--- config.mk ---
export PLATFORM = sky130hd
export DESIGN_NAME = flash_pp_engine
export DESIGN_NICKNAME = d
export VERILOG_FILES = /design/src/rtl/pp_pkg.sv /design/src/rtl/pp_stage_buf.sv /design/src/rtl/pp_regs.sv /design/src/rtl/pp_sequencer.sv /design/src/rtl/flash_pp_engine.sv
export SDC_FILE = /design/constraint.sdc
export NUM_CORES = 2
export LEC_CHECK = 0
export ABC_AREA = 0
export BUFFER_PORTS_ARGS = -buffer_cell sky130_fd_sc_hd__buf_2
export CAP_MARGIN = 40
export CORE_ASPECT_RATIO = 1.4
export CORE_MARGIN = 3
export CORE_UTILIZATION = 30
export DETAILED_ROUTE_END_ITERATION = 10
export PLACE_DENSITY = 0.45
export SKIP_CTS_REPAIR_TIMING = 1
export SLEW_MARGIN = 15
export SYNTH_ARGS = -nofsm -noshare
export SYNTH_HDL_FRONTEND = slang
export SYNTH_SLANG_ARGS = --single-unit
--- constraint.sdc ---
create_clock -name clk -period 14.8 [get_ports clk]
set_input_delay 0 -clock clk [delete_from_list [all_inputs] [get_ports clk]]
set_output_delay 0 -clock clk [all_outputs]
set_load 0.05 [all_outputs]
--- src/rtl/pp_pkg.sv ---
package pp_pkg;
  localparam logic [11:0] OFS_CMD    = 12'h000;
  localparam logic [11:0] OFS_ADDR0  = 12'h010;
  localparam logic [11:0] OFS_ADDR1  = 12'h014;
  localparam logic [11:0] OFS_ADDR2  = 12'h018;
  localparam logic [11:0] OFS_WBYTE  = 12'h01c;
  localparam logic [11:0] OFS_OPCODE = 12'h020;
  localparam logic [11:0] OFS_CFG    = 12'h064;
  localparam logic [11:0] OFS_STAGE  = 12'h098;
  localparam logic [11:0] OFS_ADDR3  = 12'h0c8;
  localparam logic [11:0] OFS_BUS    = 12'h0cc;
  localparam int CMD_GO_BIT  = 4;
  localparam int BUS_A4_BIT  = 4;

  function automatic int addr_bytes(input logic addr4);
    return addr4 ? 4 : 3;
  endfunction

  // Total serial bits of one frame.
  function automatic int frame_bits(input logic addr4, input logic staged,
                                    input int data_bytes);
    return (1 + addr_bytes(addr4) + (staged ? data_bytes : 1)) * 8;
  endfunction

  // Which staged word holds frame byte idx.
  function automatic int word_sel(input int idx, input logic addr4);
    int na;
    na = addr_bytes(addr4);
    return (idx > na) ? (idx - 1 - na) / 4 : 0;
  endfunction

  // Frame byte idx from the current sources.
  function automatic logic [7:0] pick_byte(input int idx, input logic addr4,
      input logic staged, input logic [7:0] opcode, input logic [31:0] addr,
      input logic [7:0] wbyte, input logic [31:0] word);
    int na;
    na = addr_bytes(addr4);
    if (idx == 0) return opcode;
    if (idx <= na) return 8'(addr >> ((na - idx) * 8));
    if (!staged) return wbyte;
    return 8'(word >> (((idx - 1 - na) % 4) * 8));
  endfunction
endpackage

--- src/rtl/pp_stage_buf.sv ---
module pp_stage_buf #(
  parameter int WORDS = 32,
  parameter int PTR_W = $clog2(WORDS + 1),
  parameter int IDX_W = $clog2(WORDS)
) (
  input  logic             clk,
  input  logic             rst_n,
  input  logic             wr_en,
  input  logic [31:0]      wr_data,
  input  logic             clr,
  input  logic [IDX_W-1:0] rd_idx,
  output logic [31:0]      rd_word
);
  logic [31:0]      mem [WORDS];
  logic [PTR_W-1:0] ptr;
  logic             accept;

  assign accept  = wr_en && (ptr < PTR_W'(WORDS));
  assign rd_word = mem[rd_idx];

  always_ff @(posedge clk or negedge rst_n) begin
    if (!rst_n) begin
      ptr <= '0;
      for (int i = 0; i < WORDS; i++) mem[i] <= '0;
    end else begin
      if (clr) ptr <= '0;
      else if (accept) ptr <= ptr + 1'b1;
      if (accept) mem[ptr[IDX_W-1:0]] <= wr_data;
    end
  end


  ptr_bound_chk: assert property (@(posedge clk) disable iff (!rst_n)
    ptr <= PTR_W'(WORDS));

  ptr_clear_chk: assert property (@(posedge clk) disable iff (!rst_n)
    clr |=> (ptr == '0));
endmodule

--- src/rtl/pp_regs.sv ---
module pp_regs
  import pp_pkg::*;
(
  input  logic        clk,
  input  logic        rst_n,
  input  logic        reg_wr,
  input  logic [11:0] reg_addr,
  input  logic [31:0] reg_wdata,
  output logic [31:0] reg_rdata,
  input  logic        frame_done,
  output logic        start,
  output logic        busy,
  output logic        buf_ack,
  output logic        addr4,
  output logic [7:0]  opcode,
  output logic [31:0] addr,
  output logic [7:0]  wbyte,
  output logic        stage_wr
);
  logic buf_req;

  assign start    = reg_wr && (reg_addr == OFS_CMD) && reg_wdata[CMD_GO_BIT] && !busy;
  assign stage_wr = reg_wr && (reg_addr == OFS_STAGE) && buf_ack;

  always_ff @(posedge clk or negedge rst_n) begin
    if (!rst_n) begin
      busy <= 1'b0; buf_req <= 1'b0; buf_ack <= 1'b0; addr4 <= 1'b0;
      opcode <= '0; addr <= '0; wbyte <= '0;
    end else begin
      buf_ack <= buf_req;
      if (start) busy <= 1'b1;
      else if (frame_done) busy <= 1'b0;
      if (reg_wr) begin
        case (reg_addr)
          OFS_ADDR0:  addr[7:0]   <= reg_wdata[7:0];
          OFS_ADDR1:  addr[15:8]  <= reg_wdata[7:0];
          OFS_ADDR2:  addr[23:16] <= reg_wdata[7:0];
          OFS_ADDR3:  addr[31:24] <= reg_wdata[7:0];
          OFS_WBYTE:  wbyte       <= reg_wdata[7:0];
          OFS_OPCODE: opcode      <= reg_wdata[7:0];
          OFS_CFG:    buf_req     <= reg_wdata[0];
          OFS_BUS:    addr4       <= reg_wdata[BUS_A4_BIT];
          default: ;
        endcase
      end
    end
  end

  always_comb begin
    reg_rdata = '0;
    case (reg_addr)
      OFS_CMD:    reg_rdata[CMD_GO_BIT] = busy;
      OFS_ADDR0:  reg_rdata[7:0] = addr[7:0];
      OFS_ADDR1:  reg_rdata[7:0] = addr[15:8];
      OFS_ADDR2:  reg_rdata[7:0] = addr[23:16];
      OFS_ADDR3:  reg_rdata[7:0] = addr[31:24];
      OFS_WBYTE:  reg_rdata[7:0] = wbyte;
      OFS_OPCODE: reg_rdata[7:0] = opcode;
      OFS_CFG:    reg_rdata[0]   = buf_ack;
      OFS_BUS:    reg_rdata[BUS_A4_BIT] = addr4;
      default: ;
    endcase
  end


  ack_follow_chk: assert property (@(posedge clk) disable iff (!rst_n)
    1'b1 |=> (buf_ack == $past(buf_req)));

  busy_clear_chk: assert property (@(posedge clk) disable iff (!rst_n)
    $fell(busy) |-> $past(frame_done));
endmodule

--- src/rtl/pp_sequencer.sv ---
module pp_sequencer
  import pp_pkg::*;
#(
  parameter int DATA_BYTES = 128,
  parameter int IDX_W = $clog2(DATA_BYTES / 4),
  parameter int CNT_W = $clog2((5 + DATA_BYTES) * 8)
) (
  input  logic             clk,
  input  logic             rst_n,
  input  logic             start,
  input  logic             staged_in,
  input  logic             addr4_in,
  input  logic [7:0]       opcode,
  input  logic [31:0]      addr,
  input  logic [7:0]       wbyte,
  input  logic [31:0]      buf_word,
  output logic [IDX_W-1:0] buf_idx,
  output logic             frame_done,
  output logic             spi_sck,
  output logic             spi_cs_n,
  output logic             spi_mosi
);
  logic             shifting, phase, staged, addr4;
  logic [CNT_W-1:0] bitcnt, last_bit;
  logic [7:0]       cur_byte;
  int               byte_idx;

  assign byte_idx   = int'(bitcnt >> 3);
  assign last_bit   = CNT_W'(frame_bits(addr4, staged, DATA_BYTES) - 1);
  assign buf_idx    = IDX_W'(word_sel(byte_idx, addr4));
  assign cur_byte   = pick_byte(byte_idx, addr4, staged, opcode, addr, wbyte, buf_word);
  assign frame_done = shifting && phase && (bitcnt == last_bit);
  assign spi_cs_n   = !shifting;
  assign spi_sck    = shifting && phase;
  assign spi_mosi   = shifting && cur_byte[3'd7 - bitcnt[2:0]];

  always_ff @(posedge clk or negedge rst_n) begin
    if (!rst_n) begin
      shifting <= 1'b0; phase <= 1'b0; staged <= 1'b0; addr4 <= 1'b0;
      bitcnt <= '0;
    end else if (start && !shifting) begin
      shifting <= 1'b1; phase <= 1'b0; bitcnt <= '0;
      staged <= staged_in; addr4 <= addr4_in;
    end else if (shifting) begin
      phase <= !phase;
      if (phase) begin
        if (frame_done) shifting <= 1'b0;
        else bitcnt <= bitcnt + 1'b1;
      end
    end
  end


  start_idle_chk: assert property (@(posedge clk) disable iff (!rst_n)
    start |-> !shifting);

  mosi_hold_chk: assert property (@(posedge clk) disable iff (!rst_n)
    (shifting && !phase) |=> (spi_sck && $stable(spi_mosi)));
endmodule

--- src/rtl/flash_pp_engine.sv ---
module flash_pp_engine #(
  parameter int DATA_BYTES = 128
) (
  input  logic        clk,
  input  logic        rst_n,
  input  logic        reg_wr,
  input  logic [11:0] reg_addr,
  input  logic [31:0] reg_wdata,
  output logic [31:0] reg_rdata,
  output logic        spi_sck,
  output logic        spi_cs_n,
  output logic        spi_mosi
);
  localparam int WORDS = DATA_BYTES / 4;
  localparam int IDX_W = $clog2(WORDS);

  logic             start, busy, buf_ack, addr4, stage_wr, frame_done;
  logic [7:0]       opcode, wbyte;
  logic [31:0]      addr, buf_word;
  logic [IDX_W-1:0] buf_idx;

  pp_regs u_regs (
    .clk, .rst_n, .reg_wr, .reg_addr, .reg_wdata, .reg_rdata,
    .frame_done, .start, .busy, .buf_ack, .addr4, .opcode, .addr, .wbyte,
    .stage_wr
  );

  pp_stage_buf #(.WORDS(WORDS)) u_buf (
    .clk, .rst_n, .wr_en(stage_wr), .wr_data(reg_wdata),
    .clr(frame_done || !buf_ack), .rd_idx(buf_idx), .rd_word(buf_word)
  );

  pp_sequencer #(.DATA_BYTES(DATA_BYTES)) u_seq (
    .clk, .rst_n, .start, .staged_in(buf_ack), .addr4_in(addr4),
    .opcode, .addr, .wbyte, .buf_word, .buf_idx, .frame_done,
    .spi_sck, .spi_cs_n, .spi_mosi
  );


  cs_busy_chk: assert property (@(posedge clk) disable iff (!rst_n)
    !spi_cs_n |-> busy);
endmodule

==> flow_metrics.py <==
metrics = {
    "status": {
        "status": "finished with violations",
        "violations": "hold timing",
    },
    "placement": {
        "gp_congestion": 0.835,
        "portBuffers": 57,
        "placed_cell_area_um2": 56700,
        "dp_hpwl_mm": 127,
        "place_ws_ps": 6850,
    },
    "critical_path": {
        "rr_endpoint": "u_buf.mem[810]",
        "r2r_cells": 7,
        "cp_max_fo": 31,
        "critPathArrivalTime_ps": 8700,
        "slowest_stage": "fa_1",
        "max_stage_delay_ps": 910,
        "timing.rr.start": "u_regs.buf_ack",
        "crit_buf_inv": 5,
        "crit_type": "reg2out",
        "startpoint_type": "flip-flop",
        "reg2reg_slack_ps": 11320,
        "critPathTopFamily": "simple AND/OR/NAND/NOR gates",
        "required_ps": 14800,
        "path_cells": "inv_1 -> ha_1 -> inv_1 -> fa_1 -> o21ai_0 -> nor2_1 -> ha_4 -> ha_4 -> xnor3_1 -> xnor2_4 -> buf_4 -> nand2_4 -> buf_4 -> nor3_1 -> o21ai_0 -> nand4_1 -> nand4_1 -> a211o_1 -> a31oi_1 -> o32a_1 -> buf_2",
        "cp-end-kind": "output pin",
    },
    "clock_network": {
        "tritoncts": "yes",
        "cts_max_level": 3,
        "clkTransAtPathRegs_ps": 60,
        "clock_path_buffers": 3,
        "clockRootBuffer": "clkbuf_16",
        "numClockSinks": 1097,
        "cts_made_buffers": 112,
        "clk_latency_ps": 740,
    },
    "routing": {
        "antenna_left": 0,
        "wl_per_cell_um": 31.1,
        "post_drt_via_cell_ratio": 5.63,
        "drt-initial-drc-count": 3013,
        "drcViolationCount": 0,
        "dr_total_vias": 38200,
        "dr.pass1.iters": 7,
        "wirelength_mm": 211,
    },
    "cells_and_area": {
        "multi_input_area_um2": 24500,
        "final_nets": 4463,
        "final_layout_size_suffix_gt1_frac": 0.357,
        "syn_to_final_growth_pct": 13.8,
        "fill_cells": 17500,
        "fin_util": 0.345,
        "final_cell_area_um2": 61000,
        "seq_area_um2": 27500,
    },
    "logic_synthesis": {
        "synth_seq_area_share": 0.513,
        "synth.area.top_cells": "dfrtp_1 (51%), mux2_2 (23%), nand2_1 (2.5%), mux2i_1 (2.0%), clkbuf_1 (2.0%)",
        "synth.most_common_cell": "mux2_2",
        "synth_largest_area_cell": "dfrtp_1",
        "synth.top_cell.area_share": 0.513,
        "synth_edf_count": 0,
        "synth.distinct_cells": 94,
        "netlist_instances": 4461,
        "synthArstFlopShare": 1.00,
        "synth_flop_cell": "dfrtp_1",
        "syn_area_um2": 53500,
        "synth_commonest_cells": "mux2_2 (1098), dfrtp_1 (1097), nand2_1 (351), clkbuf_1 (284), nor2_1 (197)",
        "synth.avg_cell_area_um2": 12.0,
        "ys_ff_latch": 1097,
        "yosysWarnings": 0,
    },
    "timing": {
        "worst_slew_pin_slew_ps": 1020,
        "max_freq_mhz": 115,
        "setup_ws_ps": 6100,
        "holdWs_ps": -17.9,
        "period_needed_ps": 8700,
        "max_slew_margin": 0.318,
        "tns_ps": 0,
        "fin_skew_ps": 22.1,
        "slew_violations": 0,
        "min_period_over_period": 0.588,
        "rsz0062_at_grt": "false",
        "setup_viol": 0,
        "finalHoldViolations": 5,
    },
    "die": {
        "die_area_um2": 184000,
        "start_util": 0.303,
        "coreArea_um2": 176000,
        "fp.dieW_um": 363,
        "io_pins": 82,
        "num_rows": 182,
        "fp.dieH_um": 506,
    },
    "global_route": {
        "antenna_found_initial": 8,
        "grt.overflow.total": 0,
        "grtUsageTotal": 0.226,
        "grt_pass1_wl_mm": 301,
        "grt_pass1_vias": 38700,
        "grt_max_degree": 158,
    },
    "min_path": {
        "holdCritStartpoint": "reg_addr[7]",
        "min_path_type": "in2reg",
        "min_to": "u_buf.ptr[0]",
        "holdPathStages": 7,
    },
    "flow_run": {
        "maxCapViolations": 0,
    },
    "power_and_ir_drop": {
        "ir_drop_v": 0.0000915,
        "power_density_nw_per_um2": 100,
        "p_leak_uw": 0.0286,
    },
}
[where the power goes]
| part | total (µW) | switching [µW] | internal [µW] |
|---|---|---|---|
| sequential | 3000 | 0.864 | 3000 |
| clock | 2930 | 1270 | 1660 |
| combinational | 172 | 143 | 28.8 |
[worst min-delay path, delay by kind of cell]
kind	cells	cell delay, ps
AND/OR/NAND/NOR	4	250
buffers and inverters	2	280
XOR/XNOR	1	130
[cell type report]
class | instances | share of cell area
antenna | 8 | 0.000328
clock buffer | 174 | 0.0551
clock inverter | 29 | 0.00532
inverter | 35 | 0.00216
multi-input combinational | 2903 | 0.401
sequential | 1097 | 0.450
tap | 2300 | 0.0472
timing repair buffer | 244 | 0.0383
[worst max-delay path by stage]
stage	from	endpoint	slack (ps)	cells past startpoint
4_1_cts	u_seq.bitcnt[4]	spi_mosi	6040	21
5_1_grt	u_seq.bitcnt[4]	spi_mosi	5880	21
6_report	u_seq.bitcnt[4]	spi_mosi	6100	21
3_3_place_gp	u_seq.bitcnt[4]	spi_mosi	6840	21
3_5_place_dp	u_seq.bitcnt[4]	spi_mosi	6850	21
2_1_floorplan	u_seq.bitcnt[3]	spi_mosi	9100	24
[cells by family after synthesis]
logic type               synth area share
XOR/XNOR                          0.00584
multiplexers                        0.268
buffers and inverters              0.0390
adder cells (fa/ha/maj)           0.00565
AO/OA/AOI/OAI                      0.0949
AND/OR/NAND/NOR                    0.0738
flip-flops                          0.513
other                           0.0000700
[state kept, by name, summed over array words and instances (netlist names)]
register        count
u_buf.mem        1024
u_buf.ptr           6
u_regs.addr        32
u_regs.addr4        1
u_regs.buf_ack      1
u_regs.buf_req      1
u_regs.busy         1
u_regs.opcode       8
u_regs.wbyte        8
u_seq.addr4         1
u_seq.bitcnt       11
u_seq.phase         1
u_seq.shifting      1
u_seq.staged        1
[cells in the final DEF, fill, tap and decap left out, types with 18 or more instances in the layout]
master,count
a211oi_1,45
a21oi_1,96
a221oi_1,53
a22oi_1,18
a31oi_1,52
and3_1,31
buf_16,22
buf_2,63
buf_4,114
clkbuf_1,32
clkbuf_16,114
clkbuf_8,28
conb_1,24
dfrtp_1,1097
dlygate4sd3_1,34
ha_1,18
inv_1,33
mux2_2,1098
mux2i_1,108
mux4_2,39
nand2_1,341
nand3_1,87
nand4_1,30
nor2_1,169
nor2_4,28
nor3_1,68
nor4_1,19
o2111ai_1,22
o211ai_1,37
o21ai_0,121
o221ai_1,41
o22ai_1,41
[routing by layer]
metal | GRT usage | vias to the layer above | share of wire
li1 | - | 16200 | -
met1 | 0.281 | 20600 | 0.41
met4 | 0.101 | 4 | 0.049
met2 | 0.389 | 1082 | 0.50
met3 | 0.0302 | 372 | 0.044
met5 | 0 | - | 0.00013
[stage by stage]
step	cells	hold WS, ps	power [µW]
2_1_floorplan	4484	-296	3110
3_3_place_gp	6510	133	3210
3_5_place_dp	6538	138	3220
4_1_cts	6741	-654	6160
5_1_grt	6785	5.72	6290
6_report	6790	-17.9	6100
Power figures use the tool's default switching activity.
